**src/rtl/phy_mode_pkg.sv**
```systemverilog
package phy_mode_pkg;
  localparam int unsigned ADDR_W = 5;
  localparam int unsigned DATA_W = 5;
  localparam int unsigned REG_W  = 8;
  localparam int unsigned RA_W   = 2;
  localparam logic [ADDR_W-1:0] SHARED_ADDR = '1;

  typedef enum logic [RA_W-1:0] {
    RA_CTRL = 2'd0,
    RA_CFG  = 2'd1,
    RA_ADDR = 2'd2,
    RA_NONE = 2'd3
  } reg_sel_e;

  typedef struct packed {
    logic mii_dis;
    logic spd100;
    logic fdx;
    logic aneg;
  } ctrl_t;

  typedef struct packed {
    logic bypass;
    logic loop_dis;
  } cfg_t;
endpackage

```
**src/rtl/phy_strap_latch.sv**
```systemverilog
module phy_strap_latch
  import phy_mode_pkg::*;
(
  input  logic              clk_i,
  input  logic              rst_ni,
  input  logic [ADDR_W-1:0] addr_pins_i,
  output logic              load_o,
  output logic [ADDR_W-1:0] addr_o
);
  logic init_q;

  always_ff @(posedge clk_i or negedge rst_ni) begin
    if (!rst_ni) begin
      init_q <= 1'b0;
      addr_o <= '0;
    end else if (!init_q) begin
      init_q <= 1'b1;
      addr_o <= addr_pins_i;
    end
  end

  assign load_o = ~init_q;

  p_addr_hold_r1: assert property (@(posedge clk_i) disable iff (!rst_ni)
    $past(rst_ni) && $past(init_q) |-> $stable(addr_o));
endmodule

```
**src/rtl/phy_mode_regs.sv**
```systemverilog
module phy_mode_regs
  import phy_mode_pkg::*;
(
  input  logic              clk_i,
  input  logic              rst_ni,
  input  logic              load_i,
  input  logic [ADDR_W-1:0] addr_pins_i,
  input  logic [ADDR_W-1:0] addr_q_i,
  input  logic              strap_aneg_i,
  input  logic              strap_fdx_i,
  input  logic              strap_spd100_i,
  input  logic              wr_i,
  input  logic [RA_W-1:0]   ra_i,
  input  logic [REG_W-1:0]  wdata_i,
  output logic [REG_W-1:0]  rdata_o,
  output ctrl_t             ctrl_o,
  output cfg_t              cfg_o
);
  localparam int unsigned CTRL_W = $bits(ctrl_t);
  localparam int unsigned CFG_W  = $bits(cfg_t);

  always_ff @(posedge clk_i or negedge rst_ni) begin
    if (!rst_ni) begin
      ctrl_o <= '{mii_dis: 1'b1, spd100: 1'b0, fdx: 1'b0, aneg: 1'b0};
      cfg_o  <= '0;
    end else if (load_i) begin
      ctrl_o.aneg    <= strap_aneg_i;
      ctrl_o.fdx     <= strap_fdx_i;
      ctrl_o.spd100  <= strap_spd100_i;
      ctrl_o.mii_dis <= (addr_pins_i == SHARED_ADDR);
    end else if (wr_i) begin
      case (reg_sel_e'(ra_i))
        RA_CTRL: ctrl_o <= ctrl_t'(wdata_i[CTRL_W-1:0]);
        RA_CFG:  cfg_o  <= cfg_t'(wdata_i[CFG_W-1:0]);
        default: ;
      endcase
    end
  end

  always_comb begin
    rdata_o = '0;
    case (reg_sel_e'(ra_i))
      RA_CTRL: rdata_o[CTRL_W-1:0] = ctrl_o;
      RA_CFG:  rdata_o[CFG_W-1:0]  = cfg_o;
      RA_ADDR: rdata_o[ADDR_W-1:0] = addr_q_i;
      default: rdata_o = '0;
    endcase
  end

  p_dis_default_r2: assert property (@(posedge clk_i) disable iff (!rst_ni)
    $past(rst_ni) && $past(load_i) |-> ctrl_o.mii_dis == ($past(addr_pins_i) == SHARED_ADDR));
endmodule

```
**src/rtl/phy_mode_resolve.sv**
```systemverilog
module phy_mode_resolve
  import phy_mode_pkg::*;
(
  input  logic  clk_i,
  input  logic  rst_ni,
  input  logic  repeater_i,
  input  ctrl_t ctrl_i,
  input  cfg_t  cfg_i,
  output logic  aneg_o,
  output logic  fdx_o,
  output logic  spd100_o,
  output logic  loop_en_o,
  output logic  five_bit_o,
  output logic  mii_dis_o
);
  always_ff @(posedge clk_i or negedge rst_ni) begin
    if (!rst_ni) begin
      aneg_o     <= 1'b0;
      fdx_o      <= 1'b0;
      spd100_o   <= 1'b0;
      loop_en_o  <= 1'b0;
      five_bit_o <= 1'b0;
      mii_dis_o  <= 1'b1;
    end else begin
      // repeater pin masks both straps and register copies
      aneg_o     <= repeater_i ? 1'b0 : ctrl_i.aneg;
      fdx_o      <= repeater_i ? 1'b0 : ctrl_i.fdx;
      spd100_o   <= repeater_i ? 1'b1 : ctrl_i.spd100;
      loop_en_o  <= ~(repeater_i | cfg_i.loop_dis);
      five_bit_o <= cfg_i.bypass;
      mii_dis_o  <= ctrl_i.mii_dis;
    end
  end

  p_rptr_force_r4: assert property (@(posedge clk_i) disable iff (!rst_ni)
    $past(rst_ni) && $past(repeater_i) |-> !aneg_o && !fdx_o && spd100_o && !loop_en_o);

  p_loop_dis_r7: assert property (@(posedge clk_i) disable iff (!rst_ni)
    $past(rst_ni) && $past(cfg_i.loop_dis) |-> !loop_en_o);
endmodule

```
**src/rtl/phy_mii_gate.sv**
```systemverilog
module phy_mii_gate
  import phy_mode_pkg::*;
(
  input  logic              clk_i,
  input  logic              rst_ni,
  input  logic              mii_dis_i,
  input  logic              five_bit_i,
  input  logic [DATA_W-1:0] mii_txd_i,
  input  logic              mii_tx_en_i,
  input  logic [DATA_W-1:0] core_rxd_i,
  output logic [DATA_W-1:0] core_txd_o,
  output logic              core_tx_en_o,
  output logic [DATA_W-1:0] mii_rxd_o,
  output logic              mii_oe_o,
  output logic              tx_inhibit_o
);
  logic [DATA_W-1:0] lane_mask;

  generate
    for (genvar i = 0; i < DATA_W; i++) begin : g_mask
      if (i == DATA_W - 1) begin : g_top
        assign lane_mask[i] = ~mii_dis_i & five_bit_i;
      end else begin : g_low
        assign lane_mask[i] = ~mii_dis_i;
      end
    end
  endgenerate

  assign core_txd_o   = mii_txd_i & lane_mask;
  assign mii_rxd_o    = core_rxd_i & lane_mask;
  assign core_tx_en_o = mii_tx_en_i & ~mii_dis_i;
  assign mii_oe_o     = ~mii_dis_i;
  assign tx_inhibit_o = mii_dis_i;

  p_dis_quiet_r3: assert property (@(posedge clk_i) disable iff (!rst_ni)
    tx_inhibit_o |-> !mii_oe_o && !core_tx_en_o && (core_txd_o == '0) && (mii_rxd_o == '0));

  p_four_bit_r6: assert property (@(posedge clk_i) disable iff (!rst_ni)
    !five_bit_i |-> !core_txd_o[DATA_W-1] && !mii_rxd_o[DATA_W-1]);
endmodule

```
**src/rtl/phy_mode_ctrl.sv**
```systemverilog
module phy_mode_ctrl
  import phy_mode_pkg::*;
(
  input  logic              clk_i,
  input  logic              rst_ni,
  input  logic [ADDR_W-1:0] phy_addr_i,
  input  logic              strap_aneg_i,
  input  logic              strap_fdx_i,
  input  logic              strap_spd100_i,
  input  logic              repeater_i,
  input  logic              reg_wr_i,
  input  logic [RA_W-1:0]   reg_addr_i,
  input  logic [REG_W-1:0]  reg_wdata_i,
  output logic [REG_W-1:0]  reg_rdata_o,
  output logic [ADDR_W-1:0] phy_addr_o,
  output logic              aneg_en_o,
  output logic              full_duplex_o,
  output logic              speed100_o,
  output logic              crs_loop_en_o,
  output logic              five_bit_o,
  output logic              mii_dis_o,
  output logic              tx_inhibit_o,
  output logic              mii_oe_o,
  input  logic [DATA_W-1:0] mii_txd_i,
  input  logic              mii_tx_en_i,
  output logic [DATA_W-1:0] core_txd_o,
  output logic              core_tx_en_o,
  input  logic [DATA_W-1:0] core_rxd_i,
  output logic [DATA_W-1:0] mii_rxd_o
);
  logic  load;
  ctrl_t ctrl;
  cfg_t  cfg;

  phy_strap_latch u_latch (
    .clk_i, .rst_ni,
    .addr_pins_i (phy_addr_i),
    .load_o      (load),
    .addr_o      (phy_addr_o)
  );

  phy_mode_regs u_regs (
    .clk_i, .rst_ni,
    .load_i         (load),
    .addr_pins_i    (phy_addr_i),
    .addr_q_i       (phy_addr_o),
    .strap_aneg_i,
    .strap_fdx_i,
    .strap_spd100_i,
    .wr_i           (reg_wr_i),
    .ra_i           (reg_addr_i),
    .wdata_i        (reg_wdata_i),
    .rdata_o        (reg_rdata_o),
    .ctrl_o         (ctrl),
    .cfg_o          (cfg)
  );

  phy_mode_resolve u_resolve (
    .clk_i, .rst_ni,
    .repeater_i,
    .ctrl_i     (ctrl),
    .cfg_i      (cfg),
    .aneg_o     (aneg_en_o),
    .fdx_o      (full_duplex_o),
    .spd100_o   (speed100_o),
    .loop_en_o  (crs_loop_en_o),
    .five_bit_o (five_bit_o),
    .mii_dis_o  (mii_dis_o)
  );

  phy_mii_gate u_gate (
    .clk_i, .rst_ni,
    .mii_dis_i    (mii_dis_o),
    .five_bit_i   (five_bit_o),
    .mii_txd_i,
    .mii_tx_en_i,
    .core_rxd_i,
    .core_txd_o,
    .core_tx_en_o,
    .mii_rxd_o,
    .mii_oe_o,
    .tx_inhibit_o
  );
endmodule

```
**config.mk**
```make
export PLATFORM = sky130hd
export DESIGN_NAME = phy_mode_ctrl
export DESIGN_NICKNAME = d
export VERILOG_FILES = /design/src/rtl/phy_mode_pkg.sv /design/src/rtl/phy_strap_latch.sv /design/src/rtl/phy_mode_regs.sv /design/src/rtl/phy_mode_resolve.sv /design/src/rtl/phy_mii_gate.sv /design/src/rtl/phy_mode_ctrl.sv
export SDC_FILE = /design/constraint.sdc
export NUM_CORES = 1
export LEC_CHECK = 0
export BUFFER_PORTS_ARGS = -buffer_cell sky130_fd_sc_hd__buf_2
export CORE_ASPECT_RATIO = 0.8
export CORE_UTILIZATION = 39
export DETAILED_ROUTE_END_ITERATION = 10
export GPL_TIMING_DRIVEN = 1
export PLACE_DENSITY_LB_ADDON = 0.15
export SYNTH_ARGS = -nofsm -noshare
export SYNTH_HDL_FRONTEND = slang
export SYNTH_SLANG_ARGS = --single-unit
export TNS_END_PERCENT = 30
```
**constraint.sdc**
```tcl
create_clock -name clk_i -period 1.34 [get_ports clk_i]
set_input_delay 0.268 -clock clk_i [delete_from_list [all_inputs] [get_ports clk_i]]
set_output_delay 0.268 -clock clk_i [all_outputs]
set_load 0.02 [all_outputs]
```
Word-level counts from Yosys, hierarchy flattened
Cells that the tools add are included.
{"block": "word_totals", "reg_bits": 18, "out_inout_bits": 32, "input_bits": 33}
{"block": "op_classes", "bitwise_logic": 7, "muxes": 9, "n_reduce_logical": 3, "n_eq_ne": 5}
{"operator": "4-bit 2-to-1 mux", "count": 3}
{"operator": "5-bit bitwise AND", "count": 2}
{"operator": "2-bit case mux with 3 select lines", "count": 1}
{"operator": "5-bit == test (second input constant)", "count": 1}
{"operator": "1-bit 2-to-1 mux", "count": 4}
{"operator": "2-bit case mux with 2 select lines", "count": 1}
{"operator": "3-bit AND reduction", "count": 1}
{"operator": "1-bit bitwise AND", "count": 2}
{"operator": "2-bit by 1-bit == test with 1-bit output (second input constant)", "count": 1}
{"operator": "2-bit == test (second input constant)", "count": 1}
{"operator": "2-bit zero test", "count": 1}
{"operator": "2-bit by 1-bit != test with 1-bit output (second input constant)", "count": 1}
{"operator": "2-bit != test (second input constant)", "count": 1}
{"operator": "1-bit inverter", "count": 2}
{"operator": "2-bit AND reduction", "count": 1}
{"operator": "1-bit OR", "count": 1}

Depth between registers and ports, before layout
{"block": "depth", "ltp_word": 4, "mapped_depth": 4}

Cells and area by module
A second synthesis with hierarchy kept.
{"block": "hier_totals", "cells_unflattened": 79, "area_unflattened_um2": 972.2}
{"module": "phy_mode_regs", "cells_per_inst": 41, "area_each_um2": 422.9, "seq_area_each_um2": 151.4, "n_inst": 1}
{"module": "phy_strap_latch", "cells_per_inst": 14, "area_each_um2": 244.0, "seq_area_each_um2": 150.1, "n_inst": 1}
{"module": "phy_mode_resolve", "cells_per_inst": 10, "area_each_um2": 173.9, "seq_area_each_um2": 151.4, "n_inst": 1}
{"module": "phy_mii_gate", "cells_per_inst": 14, "area_each_um2": 131.4, "seq_area_each_um2": 0.0, "n_inst": 1}

Worst setup path after synthesis
No wires, ideal clock.
{"block": "synth_path", "path_type": "register to output", "start": "register u_resolve.mii_dis_o", "end": "output core_txd_o[4]", "required_time_ns": 1.072, "path_stages_with_launch": 3, "t_arrival_ns": 1.068, "slack_ns": 0.004, "cell_sequence": "dfstp_2 > inv_1 > and3_1"}
{"block": "synth_between", "elab_chain_cells": 3}
{"item": "start: declaration", "line_no": "phy_mode_resolve.sv:14", "rtl": "output logic mii_dis_o"}
{"item": "start signal: assignment", "line_no": "phy_mode_resolve.sv:31", "rtl": "mii_dis_o <= ctrl_i.mii_dis;"}
{"item": "1-bit inverter"}
{"item": "via mii_oe_o", "line_no": "phy_mode_ctrl.sv:23", "rtl": "output logic mii_oe_o,"}
{"item": "1-bit bitwise AND", "line_no": "phy_mii_gate.sv:22", "rtl": "assign lane_mask[i] = ~mii_dis_i & five_bit_i;"}
{"item": "5-bit bitwise AND", "line_no": "phy_mii_gate.sv:29", "rtl": "assign core_txd_o = mii_txd_i & lane_mask;"}
{"item": "end: declaration", "line_no": "phy_mode_ctrl.sv:26", "rtl": "output logic [DATA_W-1:0] core_txd_o,"}
The timed path passes the listed nets, and every way through them passes these cells.

Final worst setup path
{"block": "layout_path", "start": "register u_resolve.mii_dis_o", "end": "output core_txd_o[1]"}
{"block": "layout_between", "elab_chain_cells": 2}
{"item": "1-bit inverter", "line_no": "phy_mii_gate.sv:24", "rtl": "assign lane_mask[i] = ~mii_dis_i;"}
{"item": "5-bit bitwise AND", "line_no": "phy_mii_gate.sv:29"}
No other way between the ends.

==> results.py <==
metrics = {
    "detailed_routing": {
        "drt_iter0_drc": 6,
        "detail_route.wl_per_cell_um": 12.1,
        "avgViaCountPerCell": 4.68,
        "drc": 0,
        "vias": 773,
        "first_pass_iters": 4,
        "ant_nets": 0,
        "routed_wl_mm": 1.99,
    },
    "power": {
        "p_int_mw": 0.945,
        "p_sw_frac": 0.306,
        "power_mw": 1.36,
        "power.switching_mw": 0.417,
        "clockPowerShare": 0.238,
        "p_comb_frac": 0.290,
        "cellPowerDensity_mw_per_mm2": 1070,
        "p_leak_nw": 0.660,
        "vdd_ir_drop_max_mv": 0.750,
        "seq_power_share": 0.472,
    },
    "floorplanning": {
        "die_x_um": 55.1,
        "core_mm2": 0.00200,
        "initial_core_util": 0.441,
        "die_area_mm2": 0.00245,
        "num_rows": 14,
        "die_height_um": 44.5,
        "ios": 65,
    },
    "worst_setup_path": {
        "crit_path_end_kind": "output pin",
        "cp.arrival_ns": 1.20,
        "start_kind": "flop",
        "max_stage_delay_ns": 0.58,
        "crit_chain": "buf_4 > nor2b_1 > buf_2",
        "crit_path_top_delay_cell": "dfstp_2",
        "cp.required_ns": 1.07,
        "crit_type": "reg2out",
        "cp_max_fo": 5,
        "critical_path.top_delay_family": "flip-flops",
        "path_buf_inv": 2,
    },
    "final_layout": {
        "nets": 175,
        "final_cells": 165,
        "insertedDiodeCount": 0,
        "final_layout_size_suffix_gt1_frac": 0.532,
        "final_design_area_no_fill_mm2": 0.00127,
        "fillers": 181,
        "area_growth_pct": 44.0,
        "multi_input_area_um2": 383,
        "ff_latch_area_um2": 453,
    },
    "yosys": {
        "synthTopCellsByCount": "16 x dfrtp_1, 12 x nor2b_1, 8 x mux2i_1",
        "ys.flop_type": "dfrtp_1",
        "ys_types": 21,
        "synth.most_common_cell": "dfrtp_1",
        "syn_inst": 80,
        "synth_top_cell_by_area": "dfrtp_1",
        "synth_top_area_share": 0.455,
        "synth_edf_count": 0,
        "syn_area_um2": 881,
        "async_flop_share": 1.00,
        "yosys-top-cells-area": "dfrtp_1 45%, mux2i_1 9.1%, nor2b_1 8.5%",
        "synth_seq_cells": 18,
        "yosysSeqAreaShare": 0.514,
        "syn_area_per_cell_um2": 11.0,
        "yosysWarnings": 0,
    },
    "clock_network": {
        "cts_buffer_depth": 2,
        "tritoncts": "yes",
        "insertion_delay_ns": 0.29,
        "cts_buffers": 3,
        "cts.htree.levels": 1,
        "clk_pin_slew_ns": 0.10,
        "cts.sinks": 18,
        "cts_root_buffer": "clkbuf_4",
    },
    "timing": {
        "finalClockSkew_ns": 0.00620,
        "min_period_ns": 1.46,
        "drv_slew": 0,
        "postLayoutSetupSlackWorst_ns": -0.123,
        "fmax_mhz": 683,
        "holdWs_ns": 0.182,
        "rsz0062_at_grt": "yes",
        "hold_viol": 0,
        "fin_crit_sh": 1.09,
        "setup_viol": 15,
    },
    "run_status": {
        "violations": "setup timing",
        "status": "finished with violations",
    },
    "place": {
        "place_inst": 157,
        "pre_cts_ws_ns": 0.0776,
        "hpwl_mm": 1.49,
        "place_congestion": 0.764,
        "numPortBuffers": 57,
        "dpl-instance-area_mm2": 0.00115,
    },
    "global_routing": {
        "grt_first_pass_wirelength_mm": 3.06,
        "grt_use_total": 0.182,
        "grt_max_degree": 19,
        "grt_antenna_before_repair": 0,
        "grt_pass1_vias": 733,
        "grt-ovfl-total": 0,
    },
    "run": {
        "max_cap_violations": 0,
    },
    "hold_path": {
        "hold_path.class": "in2reg",
    },
}
## flip-flops by register name, indices dropped and copies added (netlist names)
| signal | flops |
|---|---|
| u_latch.addr_o | 5 |
| u_regs.ctrl_o | 4 |
| u_regs.cfg_o | 2 |
| u_latch.init_q | 1 |
| u_resolve.aneg_o | 1 |
| u_resolve.fdx_o | 1 |
| u_resolve.five_bit_o | 1 |
| u_resolve.loop_en_o | 1 |
| u_resolve.mii_dis_o | 1 |
| u_resolve.spd100_o | 1 |
## layout by cell type (no fill, tap or decap), drive strengths merged
cell         instances
nand2                6
o22ai                1
conb                 4
dfrtp               16
nand4b               1
nor2                 7
buf                 61
clkbuf               4
inv                  2
and3                 2
dlygate4sd3          1
dfstp                2
mux2                 6
o21ai                2
a21oi                3
mux2i                8
nand4                1
nor3b                1
or2                  1
nor2b               12
## repair_timing
item | in CTS | in global routing
setup endpoints to repair | 18 | 19
gates resized for setup | 12 | 6
hold endpoints to repair | 16 | 0
setup buffers | 3 | 0
hold buffers | 1 | 0
## metal layers
metal,GRT usage,share of wire
met1,0.212,0.41
met2,0.311,0.52
met3,0.0653,0.059
met4,0.0550,0.013
met5,0,0
## cells by family after synthesis
| logic type | Yosys count | share of synthesized area |
|---|---|---|
| mux | 14 | 0.168 |
| flops | 18 | 0.514 |
| buf+inv | 9 | 0.0739 |
| other cells | 2 | 0.00853 |
| compound gates | 6 | 0.0355 |
| simple gates | 31 | 0.200 |
## power groups by stage
| stage | logic [mW] | registers (mW) | clock network, mW |
|---|---|---|---|
| 2_1_floorplan | 0.184 | 0.692 | 0 |
| 3_3_place_gp | 0.350 | 0.652 | 0 |
| 3_5_place_dp | 0.355 | 0.656 | 0 |
| 4_1_cts | 0.391 | 0.644 | 0.337 |
| 5_1_grt | 0.431 | 0.651 | 0.358 |
| 6_report | 0.395 | 0.643 | 0.324 |
## worst paths after layout
check	start	endpoint	slack [ns]	cells past startpoint
max in group asynchronous	rst_ni	u_regs.ctrl_o[3]$_DFFE_PN1P_	0.56	2
worst max register to register	u_latch.init_q$_DFF_PN0_	u_regs.cfg_o[1]$_DFFE_PN0P_	0.33	2
worst max-delay path	u_resolve.mii_dis_o$_DFF_PN1_	core_txd_o[1]	-0.12	3
worst min register to register	u_regs.ctrl_o[3]$_DFFE_PN1P_	u_resolve.mii_dis_o$_DFF_PN1_	0.38	0
worst min-delay path	repeater_i	u_resolve.loop_en_o$_DFF_PN0_	0.18	2
min in group asynchronous	rst_ni	u_resolve.spd100_o$_DFF_PN0_	0.46	2
## per-stage QoR
step / utilization / TNS [ns]
final: 0.635 / -1.47
after global routing: 0.635 / -2.45
after CTS: 0.628 / -1.75
after detailed placement: 0.578 / 0
after global placement: 0.578 / 0
after floorplan: - / 0
## layout make-up
type                       instances  share of cell area
timing repair buffer              62               0.283
clock buffer                       4              0.0286
inverter                           2             0.00592
sequential                        18               0.357
tap                               24              0.0237
multi-input combinational         55               0.302
Note: power is estimated with default switching activity, not from simulation.
